**src/rtl/slot_sched_builder.sv**
```systemverilog
module slot_sched_builder #(
  parameter int NCLI  = 14,
  parameter int NSLOT = 64,
  localparam int SW   = $clog2(NSLOT),
  localparam int RW   = SW + 1,
  localparam int CW   = $clog2(NCLI)
) (
  input  logic                     clk,
  input  logic                     rst_n,
  input  logic                     start,
  input  logic                     region,
  input  logic [NCLI-1:0][RW-1:0]  req_cnt,
  input  logic [NCLI-1:0]          active,
  input  logic [RW-1:0]            free_cnt,
  output logic                     busy,
  output logic                     done,
  output logic                     wr_valid,
  output logic                     wr_region,
  output logic [SW-1:0]            wr_slot,
  output logic [CW-1:0]            wr_client
);

  localparam int CIW = $clog2(NCLI + 1);

  typedef enum logic [1:0] {S_IDLE, S_PLACE, S_FILL, S_FIN} state_t;
  state_t state;

  logic [NCLI-1:0][RW-1:0] req_q;
  logic [NCLI-1:0]         act_q;
  logic [RW-1:0]           free_q;
  logic                    reg_q;
  logic [CIW-1:0]          cli;
  logic [RW-1:0]           pos;
  logic [SW-1:0]           fslot;
  logic [CW-1:0]           rr;
  logic [NSLOT-1:0]        taken;
  logic [CW-1:0]           tbl [NSLOT];

  logic [CW-1:0] cidx;
  logic [RW-1:0] cur_req, interval;
  logic          cur_zero, skip, place_hit;
  logic [CW-1:0] rr_pick, rr_next, fill_client;

  assign busy      = (state != S_IDLE);
  assign cidx      = (cli < CIW'(NCLI)) ? cli[CW-1:0] : '0;
  assign cur_req   = req_q[cidx];
  assign cur_zero  = (cur_req == '0);
  assign skip      = cur_zero && (!act_q[cidx] || free_q == '0);
  assign interval  = cur_zero ? RW'(NSLOT) : RW'(NSLOT) / (cur_zero ? RW'(1) : cur_req);
  assign place_hit = (state == S_PLACE) && (cli < CIW'(NCLI)) && !skip &&
                     (pos < RW'(NSLOT)) && !taken[pos[SW-1:0]];

  always_comb begin
    logic found;
    found   = 1'b0;
    rr_pick = rr;
    for (int k = 0; k < NCLI; k++) begin
      int t;
      t = int'(rr) + k;
      if (t >= NCLI) t = t - NCLI;
      if (!found && act_q[t]) begin
        rr_pick = CW'(t);
        found   = 1'b1;
      end
    end
  end

  assign rr_next     = (rr_pick == CW'(NCLI - 1)) ? '0 : rr_pick + 1'b1;
  assign fill_client = taken[fslot] ? tbl[fslot] : rr_pick;

  always_ff @(posedge clk)
    if (place_hit) tbl[pos[SW-1:0]] <= cidx;

  always_ff @(posedge clk or negedge rst_n) begin
    if (!rst_n) begin
      state <= S_IDLE;
      req_q <= '0; act_q <= '0; free_q <= '0; reg_q <= 1'b0;
      cli <= '0; pos <= '0; fslot <= '0; rr <= '0; taken <= '0;
      done <= 1'b0; wr_valid <= 1'b0; wr_region <= 1'b0;
      wr_slot <= '0; wr_client <= '0;
    end else begin
      done     <= 1'b0;
      wr_valid <= 1'b0;
      case (state)
        S_IDLE: if (start) begin
          req_q <= req_cnt; act_q <= active; free_q <= free_cnt; reg_q <= region;
          taken <= '0; cli <= '0; pos <= '0;
          state <= S_PLACE;
        end
        S_PLACE: begin
          if (cli == CIW'(NCLI)) begin
            fslot <= '0; rr <= '0;
            state <= S_FILL;
          end else if (skip || pos >= RW'(NSLOT)) begin
            cli <= cli + 1'b1;
            pos <= '0;
          end else if (taken[pos[SW-1:0]]) begin
            pos <= pos + 1'b1;
          end else begin
            taken[pos[SW-1:0]] <= 1'b1;
            pos <= pos + interval;
            if (cur_zero) free_q <= free_q - 1'b1;
          end
        end
        S_FILL: begin
          wr_valid  <= 1'b1;
          wr_region <= reg_q;
          wr_slot   <= fslot;
          wr_client <= fill_client;
          if (!taken[fslot]) rr <= rr_next;
          if (fslot == SW'(NSLOT - 1)) state <= S_FIN;
          else fslot <= fslot + 1'b1;
        end
        default: begin
          done  <= 1'b1;
          state <= S_IDLE;
        end
      endcase
    end
  end

  AST_FIRST_SLOT_ZERO: assert property (@(posedge clk) disable iff (!rst_n)
    wr_valid && !$past(wr_valid) |-> wr_slot == '0);
  AST_SLOT_ASCENDS: assert property (@(posedge clk) disable iff (!rst_n)
    wr_valid && $past(wr_valid) |-> wr_slot == $past(wr_slot) + 1'b1);
  AST_CLIENT_IN_RANGE: assert property (@(posedge clk) disable iff (!rst_n)
    wr_valid |-> wr_client < CW'(NCLI));
  AST_WRITE_WHILE_BUSY: assert property (@(posedge clk) disable iff (!rst_n)
    wr_valid |-> busy);
  AST_DONE_AFTER_LAST: assert property (@(posedge clk) disable iff (!rst_n)
    done |-> $past(wr_valid) && $past(wr_slot) == SW'(NSLOT - 1));
  AST_DONE_ONE_CYCLE: assert property (@(posedge clk) disable iff (!rst_n)
    done |=> !done);
  AST_BUDGET_FALLS: assert property (@(posedge clk) disable iff (!rst_n)
    (state == S_PLACE) && $past(state == S_PLACE) |-> free_q <= $past(free_q));

endmodule

```
**config.mk**
```make
export PLATFORM = sky130hd
export DESIGN_NAME = slot_sched_builder
export DESIGN_NICKNAME = d
export VERILOG_FILES = /design/src/rtl/slot_sched_builder.sv
export SDC_FILE = /design/constraint.sdc
export NUM_CORES = 1
export LEC_CHECK = 0
export ABC_CLOCK_PERIOD_IN_PS = 16900
export BUFFER_PORTS_ARGS = -buffer_cell sky130_fd_sc_hd__buf_2
export CORE_UTILIZATION = 43
export DETAILED_ROUTE_END_ITERATION = 8
export PLACE_DENSITY_LB_ADDON = 0.08
export RECOVER_POWER = 25
export SKIP_LAST_GASP = 1
export SYNTH_ARGS = -nofsm -noshare
export SYNTH_HDL_FRONTEND = slang
export SYNTH_SLANG_ARGS = --single-unit
```
**constraint.sdc**
```tcl
create_clock -name clk -period 16.9 [get_ports clk]
set_input_delay 3.38 -clock clk [delete_from_list [all_inputs] [get_ports clk]]
set_output_delay 3.38 -clock clk [all_outputs]
set_load 0.1 [all_outputs]
```
==> results.cfg, run 1 <==
[yosys]
syn-cell-area_um2 = 26400
ys.warnings.count = 0
synth_cell_type_count = 103
asyncSetResetFlopFracSynth_pct = 46.22
synthCells = 2178
synth_seq_cells = 476
postSynthNetCount = 2365
number_of_synthesized_flops_with_an_enable_pin = 256
synth_flop_cell = edfxtp_1
synth-seq-area-share_pct = 49.96
synth_area_per_cell_um2 = 12.12

[sta]
final-max-slew-violation-count = 38
grt_setup_unrepaired = false
timing.final.setup_violations = 0
timing.slew.headroom_pct = -108.4
achievable-frequency_ghz = 0.07289
finClkSkew_ns = 0.02504
finalSetupTns_ns = 0
timing.final.crit_period_ns = 13.72
final_hold_viol_count = 0
worst_slew_pin_slew_ns = 3.126
period_utilization_pct = 81.18

[placement]
place_hpwl_mm = 51.20
place_area_um2 = 27700
port_buffers = 136
gp_congestion = 0.9144

[layout]
final_design_area_no_fill_um2 = 29330
fin_nets = 2447
area_growth_syn_to_layout_pct = 11.09
seqCellArea_um2 = 13200
filler_cell_count = 5341
finish.utilization_pct = 48.51
multiInputGateArea_um2 = 12450
post_route_cells_drive_above_1_share_pct = 24.35

[global_routing]
grtUsageMet3_pct = 4.057
gr-max-usage-layer = met2
grt_max_degree = 84
grt_pass1_wl_mm = 114.2
gr-usage-met2_pct = 37.45
grt.overflow.total = 0
grt_antenna_before_repair = 5
grt_pass1_vias = 18750
globalRouteTotalUtil_pct = 23.83
grtUsageMet1_pct = 33.63

[floorplanning]
pin_count = 137
placeableCoreArea_um2 = 60470
fp.dieArea_um2 = 62400
number_of_rows_created_at_floorplan = 90
starting_density_pct = 43.66
die_x_um = 249.8
chipHeight_um = 249.8

[setup_path]
timing.critical_path.max_delay_family = compound AO/OA/AOI/OAI gates
critical_path_required_ns = 17.42
cp_slowest_cell = buf_4
critPathMaxFanout = 83
cp_endpoint_kind = flop
timing.critical_path.mode_cell = ha_1
crit_path_max_incr_delay_ns = 0.73
cp.buffers_inverters = 2
worst-setup-path-type = flop to flop
worst_ep_arrival_time_ns = 14.24
critPathLaunchType = flop

[clocking]
clkSlewWorstSetupHoldPaths_ns = 0.06
clk_latency_ns = 0.62
setup_repair_bufs_after_cts = 0
cts_hold_buf = 0
cts.path.max_buffers = 3
cts-resized-gates = 0
cts_sinks = 476
cts-htree-levels = 2
clockRootBuffer = clkbuf_16
tritoncts = built
cts_made_buffers = 49

[routing]
drt-initial-drc-count = 1746
post_drt_via_cell_ratio = 6.120
via_count = 18880
drt-wirelength-per-cell_um = 24.21
drt_wl_total_mm = 74.67
final_antenna_net_count = 0
detailedRoute.firstPassIterationCount = 5
route.detailed.drc = 0

[run_status]
status = finished with violations
violations_in_the_final_reports = capacitance limit, slew limit

[job]
drv.max_cap_violation_count = 1

[min_path]
worstHoldPathType = flop to flop
[routing by layer]
metal / wire [um] / vias up
li1: - / 8582
met1: 33150 / 9511
met2: 35090 / 649
met3: 4479 / 133
met4: 1956 / 0
met5: 0 / -
[metrics by stage]
stage                     std cells  worst slack [ns]  hold WS (ns)
after floorplan                2178             4.741        0.4397
after global placement         2991             3.736        0.4621
after detailed placement       2991             3.344        0.4691
after CTS                      3082             3.282        0.4840
after global routing           3084             2.264        0.5138
final                          3084             3.181        0.4766
[sequential cells by signal, summed over array words and instances, names as in the netlist, 2 cells and up]
signal and count:
taken 64, rr 4, free_q 7, wr_slot 6, wr_client 4, req_q 98
tbl 256, act_q 14, fslot 6, pos 7, state 2, cli 4
[cell usage after synthesis, types with 7 or more instances]
| cell type | number | share of area (%) |
|---|---|---|
| a21oi_1 | 153 | 2.9 |
| and3_1 | 15 | 0.36 |
| nor3_1 | 32 | 0.61 |
| a211oi_1 | 11 | 0.31 |
| xnor2_1 | 23 | 0.76 |
| nand3b_1 | 8 | 0.23 |
| mux2i_1 | 71 | 2.7 |
| buf_2 | 19 | 0.36 |
| inv_1 | 38 | 0.54 |
| edfxtp_1 | 256 | 29 |
| mux2_2 | 149 | 6.4 |
| or3_1 | 10 | 0.24 |
| a221oi_1 | 11 | 0.36 |
| nand4_1 | 12 | 0.28 |
| o211ai_1 | 17 | 0.48 |
| nand3_1 | 45 | 0.85 |
| a22oi_1 | 7 | 0.20 |
| nand2b_1 | 18 | 0.43 |
| o21a_1 | 17 | 0.48 |
| nor4_1 | 15 | 0.36 |
| o21ai_0 | 70 | 1.3 |
| nor3b_1 | 14 | 0.40 |
| a31oi_1 | 15 | 0.36 |
| nor2b_1 | 20 | 0.47 |
| buf_6 | 11 | 0.47 |
| a21o_1 | 15 | 0.43 |
| clkbuf_1 | 74 | 1.1 |
| dfrtp_1 | 220 | 21 |
| or2_2 | 11 | 0.26 |
| mux4_2 | 118 | 10 |
| nor2_1 | 236 | 3.4 |
| o31ai_1 | 16 | 0.45 |
| ha_1 | 63 | 3.0 |
| buf_1 | 23 | 0.33 |
| and2_1 | 19 | 0.45 |
| nand2_1 | 105 | 1.5 |
| o22ai_1 | 46 | 1.1 |
[kinds of logic after synthesis]
family	after synthesis	synth area share (%)
buffers and inverters	175	2.966
XOR/XNOR	31	1.085
flip-flops	476	49.96
multiplexers	341	19.31
AO/OA/AOI/OAI	504	12.86
adder cells (fa/ha/maj)	64	3.061
AND/OR/NAND/NOR	587	10.76
[final cells by class]
| class | count | share of cell area, % |
|---|---|---|
| Timing Repair Buffer | 162 | 2.994 |
| Tap cell | 782 | 3.336 |
| Multi-Input combinational cell | 1527 | 42.43 |
| Sequential cell | 476 | 45.01 |
| Antenna cell | 2 | 0.01706 |
| Inverter | 44 | 0.5630 |
| Clock inverter | 30 | 1.173 |
| Clock buffer | 61 | 4.470 |
[path summary, 6_finish.rpt]
| path | start | to | slack (ns) | cells past startpoint |
|---|---|---|---|---|
| max | cli[1] | pos[6] | 3.18 | 58 |
| min | pos[6] | pos[6] | 0.48 | 2 |
| max reg2reg | cli[1] | pos[6] | 3.18 | 58 |
| min reg2reg | pos[6] | pos[6] | 0.48 | 2 |
| max in group asynchronous | rst_n | pos[0] | 12.72 | 2 |
| min in group asynchronous | rst_n | act_q[1] | 2.73 | 1 |
[cells in the final DEF (no fill, tap or decap), types with 12 or more instances in the layout]
master	instances
a21o_1	15
a21oi_1	153
a31oi_1	15
and2_1	19
and3_1	15
buf_2	135
buf_4	24
clkbuf_16	49
dfrtp_1	215
edfxtp_1	256
ha_1	63
inv_1	39
mux2_2	149
mux2i_1	71
mux4_2	118
nand2_1	104
nand2b_1	18
nand3_1	45
nand4_1	12
nor2_1	235
nor2b_1	20
nor3_1	31
nor3b_1	12
nor4_1	15
o211ai_1	17
o21a_1	17
o21ai_0	70
o22ai_1	46
o31ai_1	16
xnor2_1	23
[worst reg2reg max path: cells and delay by family, from the launching register on]
family          cells  cell delay [ns]
xor+xnor            1             0.09
simple gates       13             1.99
compound gates     28             5.83
buf+inv             2             1.15
fa+ha+maj           9             2.74
flops               1             0.34
mux                 5             1.51
Power of run 1 is left out: the tool's default activity adds up to more than one toggle a clock period on the data nets, which glitch-free logic cannot reach.
==> run 2, diff against run 1 <==
--- a/config.mk
+++ b/config.mk
@@ -5,7 +5,8 @@
 export SDC_FILE = /design/constraint.sdc
 export NUM_CORES = 1
 export LEC_CHECK = 0
-export ABC_CLOCK_PERIOD_IN_PS = 16900
+export ABC_AREA = 1
+export ABC_CLOCK_PERIOD_IN_PS = 14200
 export BUFFER_PORTS_ARGS = -buffer_cell sky130_fd_sc_hd__buf_2
 export CORE_UTILIZATION = 43
 export DETAILED_ROUTE_END_ITERATION = 8
==> constraint.sdc (replaced) <==
create_clock -name clk -period 14.2 [get_ports clk]
set_input_delay 2.84 -clock clk [delete_from_list [all_inputs] [get_ports clk]]
set_output_delay 2.84 -clock clk [all_outputs]
set_load 0.1 [all_outputs]
==> run 2 against run 1 <==
Compared with the run above:
- final cell count rose by 21%
- worst hold slack got worse by 0.011 ns
- synthesized area fell by 2.6%
- the flow still finishes with violations (capacitance limit, slew limit)
- critical path depth rose by 8
- design area fell by 2.1%
- sequential cell count did not move
- largest cell class unchanged
==> results.cfg, run 2 <==
[run_status]
status = finished with violations
violations_in_the_final_reports = capacitance limit, slew limit

[layout]
final_design_area_no_fill_um2 = 28710
most_common_cell_after_layout_fill_and_taps_aside = nand2_1
fin_cells = 3721
largest_reg_flops = 256
area_growth_syn_to_layout_pct = 11.57
finish.utilization_pct = 48.64
post_route_cells_drive_above_1_share_pct = 15.17
fin_nets = 3091
layout_common_cells = nand2_1, nor2_1, o21ai_0

[yosys]
synth_area_per_cell_um2 = 9.105
yosys.cell_count.top_type = nand2_1
synth_top_cell_area_share_pct = 29.88
synth_flop_cell = edfxtp_1
asyncSetResetFlopFracSynth_pct = 46.22
syn-cell-area_um2 = 25730
number_of_synthesized_flops_with_an_enable_pin = 256
synth_seq_cells = 476
synth-seq-area-share_pct = 51.27
postSynthNetCount = 3013
synthCells = 2826
synth.cells.most_frequent = nand2_1, nor2_1, o21ai_0
post_synth_main_area_contributors = edfxtp_1, dfrtp_1, nand2_1
synth_cell_type_count = 69
ys.warnings.count = 0
synthDominantAreaCellType = edfxtp_1

[sta]
grt_setup_unrepaired = false
worst_slew_pin_slew_ns = 5.803
timing.final.setup_violations = 0
achievable-frequency_ghz = 0.07834
timing.slew.headroom_pct = -286.8
finalSetupTns_ns = 0
final_hold_viol_count = 0
final-max-slew-violation-count = 175
finClkSkew_ns = 0.01824
period_utilization_pct = 89.90
final.setup.worst_slack_ns = 1.435
timing.final.crit_period_ns = 12.77

[power_and_ir_drop]
vdd.ir_drop.worst_mv = 0.1869
cellPowerDensity_nw_per_um2 = 273.2
leakage_nw = 11.80

[global_routing]
grt_pass1_vias = 20350
grtUsageMet3_pct = 3.257
grt_antenna_before_repair = 3
grtUsageMet1_pct = 35.38
grt.overflow.total = 0
grt_pass1_wl_mm = 118.9
grt_max_degree = 107
gr-usage-met2_pct = 40.89
gr-max-usage-layer = met2
globalRouteTotalUtil_pct = 25.25

[setup_path]
worst-setup-path-type = flop to flop
cp_slowest_cell = dfrtp_1
cp.buffers_inverters = 10
timing.critical_path.mode_cell = nand2_1
critical_path_required_ns = 14.72
rr_endpoint = pos[6]
worst_ep_arrival_time_ns = 13.29
crit_path_max_incr_delay_ns = 0.70
rr_startpoint = cli[0]
critPathLaunchType = flop
cp_endpoint_kind = flop
regToRegSetupSlack_ns = 1.43
critPathMaxFanout = 72
timing.critical_path.max_delay_family = compound AO/OA/AOI/OAI gates
r2r_cells = 66

[clocking]
setup_repair_bufs_after_cts = 0
clk_latency_ns = 0.61
cts_sinks = 476
cts_hold_buf = 0
cts_made_buffers = 51
cts-htree-levels = 2
cts.path.max_buffers = 3
clkSlewWorstSetupHoldPaths_ns = 0.06
clockRootBuffer = clkbuf_16
cts-resized-gates = 0
tritoncts = built

[routing]
via_count = 21410
drt_wl_total_mm = 76.88
drt-initial-drc-count = 1756
drt-wirelength-per-cell_um = 20.66
post_drt_via_cell_ratio = 5.753
final_antenna_net_count = 0
route.detailed.drc = 0
detailedRoute.firstPassIterationCount = 6

[job]
drv.max_cap_violation_count = 2

[min_path]
hold-path-cell-count = 2
hold-path-endpoint = wr_region
min_from = wr_region
worstHoldPathType = flop to flop

[floorplanning]
number_of_rows_created_at_floorplan = 89
chipHeight_um = 246.6
starting_density_pct = 43.60
placeableCoreArea_um2 = 59020
pin_count = 137
fp.dieArea_um2 = 60820
die_x_um = 246.6

[placement]
gp_congestion = 0.8948
placement.setup.worst_slack_ns = 1.632
place_area_um2 = 27050
port_buffers = 136
place_hpwl_mm = 50.68
place.detailed.instances = 3624
[run 2: stage by stage]
step	power (mW)	hold WS (ns)
detailed placement	6.479	0.4595
CTS	7.838	0.4749
global placement	6.393	0.4566
floorplan	5.298	0.4444
finish	7.843	0.4661
global route	8.480	0.5045
[run 2: power by group]
part / switching, mW / internal (mW) / total (mW) / leakage, nW
Clock: 0.571 / 0.769 / 1.34 / 0.819
Combinational: 3.14 / 1.42 / 4.57 / 5.87
Sequential: 0.189 / 1.75 / 1.94 / 5.12
[run 2: layout make-up]
class                   count  area, um^2
diodes                      2       5.005
clock buffers              67        1396
clock inverters            28       276.5
fillers                  5583       30310
inverters                 237       894.6
multi-input cells        1969       11050
flip-flops and latches    476       13200
well taps                 773       967.2
repair buffers            169       923.4
[run 2: cell families (layout without fill, tap and decap cells)]
logic type      count (synthesis)  after routing  share of synthesized area, %
simple gates                 1054           1054                         17.94
flops                         476            476                         51.27
mux                            98             98                         4.289
xor+xnor                       30             30                         1.080
fa+ha+maj                      64             64                         3.141
buf+inv                       381            501                         5.855
compound gates                723            723                         16.42
other cells                     0              2                             0
[run 2: worst max-delay path by stage]
| stage | from | endpoint | cells past startpoint |
|---|---|---|---|
| after global routing | cli[0] | pos[6] | 66 |
| after floorplan | cli[1] | pos[6] | 68 |
| after global placement | cli[0] | pos[6] | 65 |
| after CTS | cli[0] | pos[6] | 65 |
| final | cli[0] | pos[6] | 66 |
| after detailed placement | cli[0] | pos[6] | 65 |
[run 2: layer usage]
metal	routed length, um	up-vias
met5	0	-
met4	1889	0
met3	4582	108
met2	36200	706
met1	34210	10500
li1	-	10100
[run 2: tightest hold or removal path, delay by kind of cell, from the launching register on]
family | cells | cell delay (ns)
simple gates | 2 | 0.10
flops | 1 | 0.34
Power figures use the tool's default switching activity.
==> run 3, diff against run 2 <==
--- a/config.mk
+++ b/config.mk
@@ -6,9 +6,9 @@
 export NUM_CORES = 1
 export LEC_CHECK = 0
 export ABC_AREA = 1
-export ABC_CLOCK_PERIOD_IN_PS = 14200
+export ABC_CLOCK_PERIOD_IN_PS = 10680
 export BUFFER_PORTS_ARGS = -buffer_cell sky130_fd_sc_hd__buf_2
-export CORE_UTILIZATION = 43
+export CORE_UTILIZATION = 53
 export DETAILED_ROUTE_END_ITERATION = 8
 export PLACE_DENSITY_LB_ADDON = 0.08
 export RECOVER_POWER = 25
==> constraint.sdc (replaced) <==
create_clock -name clk -period 10.68 [get_ports clk]
set_input_delay 2.136 -clock clk [delete_from_list [all_inputs] [get_ports clk]]
set_output_delay 2.136 -clock clk [all_outputs]
set_load 0.1 [all_outputs]
==> run 3 against run 2 <==
Compared with the run above:
- non-clock buffer count rose by 21
- critical path depth fell by 5
- register-to-register slack worse by 0.78 ns
- total power rose by 35%
- largest cell class unchanged
- highest routed layer unchanged
- the flow still finishes with violations (capacitance limit, slew limit)
- sequential share of layout area down 0.15 points
- clock skew rose by 0.020 ns
- wire length shrank 3.7%
- core utilization rose by 12 points
- combinational power rose by 36%
- largest power group unchanged
- worst setup slack worse by 0.78 ns
- sequential power rose by 34%
- clock power rose by 32%
==> results.cfg, run 3 (synthesized netlist as in run 2, its figures left out) <==
[run_status]
status = finished with violations
violations_in_the_final_reports = capacitance limit, slew limit

[placement]
gp_congestion = 0.9268
placement.setup.worst_slack_ns = -0.06961
place_hpwl_mm = 49.02
port_buffers = 136
place.detailed.instances = 3479

[setup_path]
cp_endpoint_kind = flop
timing.critical_path.mode_cell = nand2_1
critical_path_required_ns = 11.19
critPathMaxFanout = 67
cp_slowest_cell = buf_4
worst_ep_arrival_time_ns = 10.54
critPathLaunchType = flop
crit_path_max_incr_delay_ns = 0.68
worst-setup-path-type = flop to flop

[clocking]
cts_hold_buf = 0
clk_latency_ns = 0.61
clockRootBuffer = clkbuf_16
cts_sinks = 476
clkSlewWorstSetupHoldPaths_ns = 0.06
cts-htree-levels = 2
cts.path.max_buffers = 3
tritoncts = built
cts_made_buffers = 50

[power_and_ir_drop]
vdd.ir_drop.worst_mv = 0.3511
p_seq_share_pct = 24.5
cellPowerDensity_nw_per_um2 = 367.0
int_power_mw = 5.361
totalPowerFinal_mw = 10.57
power_frac_comb_pct = 58.8
switching_share_pct = 49.29
net-switching-power_mw = 5.211
leakage_nw = 11.92
pwr-share-clk_pct = 16.7

[sta]
final_hold_viol_count = 0
whs_ns = 0.4699
timing.final.setup_violations = 0
achievable-frequency_ghz = 0.09980
timing.final.crit_period_ns = 10.02
final-max-slew-violation-count = 288
period_utilization_pct = 93.82
timing.slew.headroom_pct = -217.8
final.setup.worst_slack_ns = 0.6595
worst_slew_pin_slew_ns = 4.767
finClkSkew_ns = 0.03842

[layout]
post_route_cells_drive_above_1_share_pct = 16.66
area_growth_syn_to_layout_pct = 11.95
fin_nets = 3111
most_common_cell_after_layout_fill_and_taps_aside = nand2_1
layout_common_cells = nand2_1, nor2_1, o21ai_0
largest_reg_flops = 256
finish.utilization_pct = 60.20
fin_cells = 3585

[routing]
detailedRoute.firstPassIterationCount = 6
drt_wl_total_mm = 74.03
post_drt_via_cell_ratio = 6.055
drt-wirelength-per-cell_um = 20.65
via_count = 21710
final_antenna_net_count = 0
drt-initial-drc-count = 2115
route.detailed.drc = 0

[floorplanning]
starting_density_pct = 53.78
placeableCoreArea_um2 = 47850
pin_count = 137
fp.dieArea_um2 = 49430
chipHeight_um = 222.3
die_x_um = 222.3
number_of_rows_created_at_floorplan = 80

[job]
drv.max_cap_violation_count = 4

[global_routing]
grt_pass1_vias = 20800
grt.overflow.total = 0
globalRouteTotalUtil_pct = 29.65
grt_pass1_wl_mm = 115.0
grt_max_degree = 113
grt_antenna_before_repair = 4

[min_path]
worstHoldPathType = flop to flop
run 3: changes by cell type in the layout (fill, tap and decap cells not counted), sizes merged:
| cell | delta |
|---|---|
| clkinv | +3 |
| buf | +19 |
| diode | +2 |
| clkbuf | -1 |
| clkinvlp | -1 |
run 3: worst max-delay path: cells and delay by family, from the launching register on:
kind                     cells  cell delay, ns
AND/OR/NAND/NOR             29            3.44
adder cells (fa/ha/maj)      9            2.35
AO/OA/AOI/OAI               13            2.08
buffers and inverters        9            1.47
flip-flops                   1            0.45
XOR/XNOR                     1            0.15
run 3: power by group through the flow:
stage / combinational (mW) / clock (mW) / sequential [mW]
5_1_grt: 6.89 / 1.86 / 2.62
4_1_cts: 6.00 / 1.79 / 2.58
2_1_floorplan: 4.44 / 0 / 2.60
3_5_place_dp: 5.96 / 0 / 2.61
6_report: 6.21 / 1.77 / 2.59
3_3_place_gp: 5.83 / 0 / 2.60
run 3: area by class of cell:
cell class | count | area, um^2
Clock buffer | 64 | 1385
Antenna cell | 4 | 10.01
Multi-Input combinational cell | 1969 | 11160
Inverter | 237 | 895.9
Clock inverter | 30 | 299.0
Sequential cell | 476 | 13200
Fill cell | 4148 | 19040
Tap cell | 615 | 769.5
Timing Repair Buffer | 190 | 1090
run 3: path summary, 6_finish.rpt:
check,startpoint,to,slack (ns),depth (start not counted)
hold reg to reg,reg_q,wr_region,0.47,2
setup / recovery,cli[1],pos[6],0.66,61
min in group asynchronous,rst_n,req_q[20],3.25,1
max in group asynchronous,rst_n,fslot[1],4.38,1
hold / removal,reg_q,wr_region,0.47,2
setup reg to reg,cli[1],pos[6],0.66,61
run 3: stage by stage:
| stage | instance area [um^2] | TNS (ns) |
|---|---|---|
| after global placement | 26950 | 0 |
| after floorplan | 25730 | 0 |
| final | 28800 | 0 |
| after global routing | 28800 | -0.05548 |
| after detailed placement | 26950 | -0.06961 |
| after CTS | 28640 | 0 |
run 3: timing repair:
item / 4_1_cts / 5_1_grt
buffers inserted: 0 / 8
setup endpoints to repair: 1 / 7
pin swaps: 0 / 9
resized for setup: 2 / 35
run 3: metal layers:
layer	vias to the layer above	global-route usage (%)	share of wire, %	routed length [um]
li1	10150	-	-	-
met1	10550	40.64	42	31430
met2	863	48.53	48	35270
met3	148	3.676	6.7	4980
met4	0	10.83	3.2	2353
met5	-	0	0	0
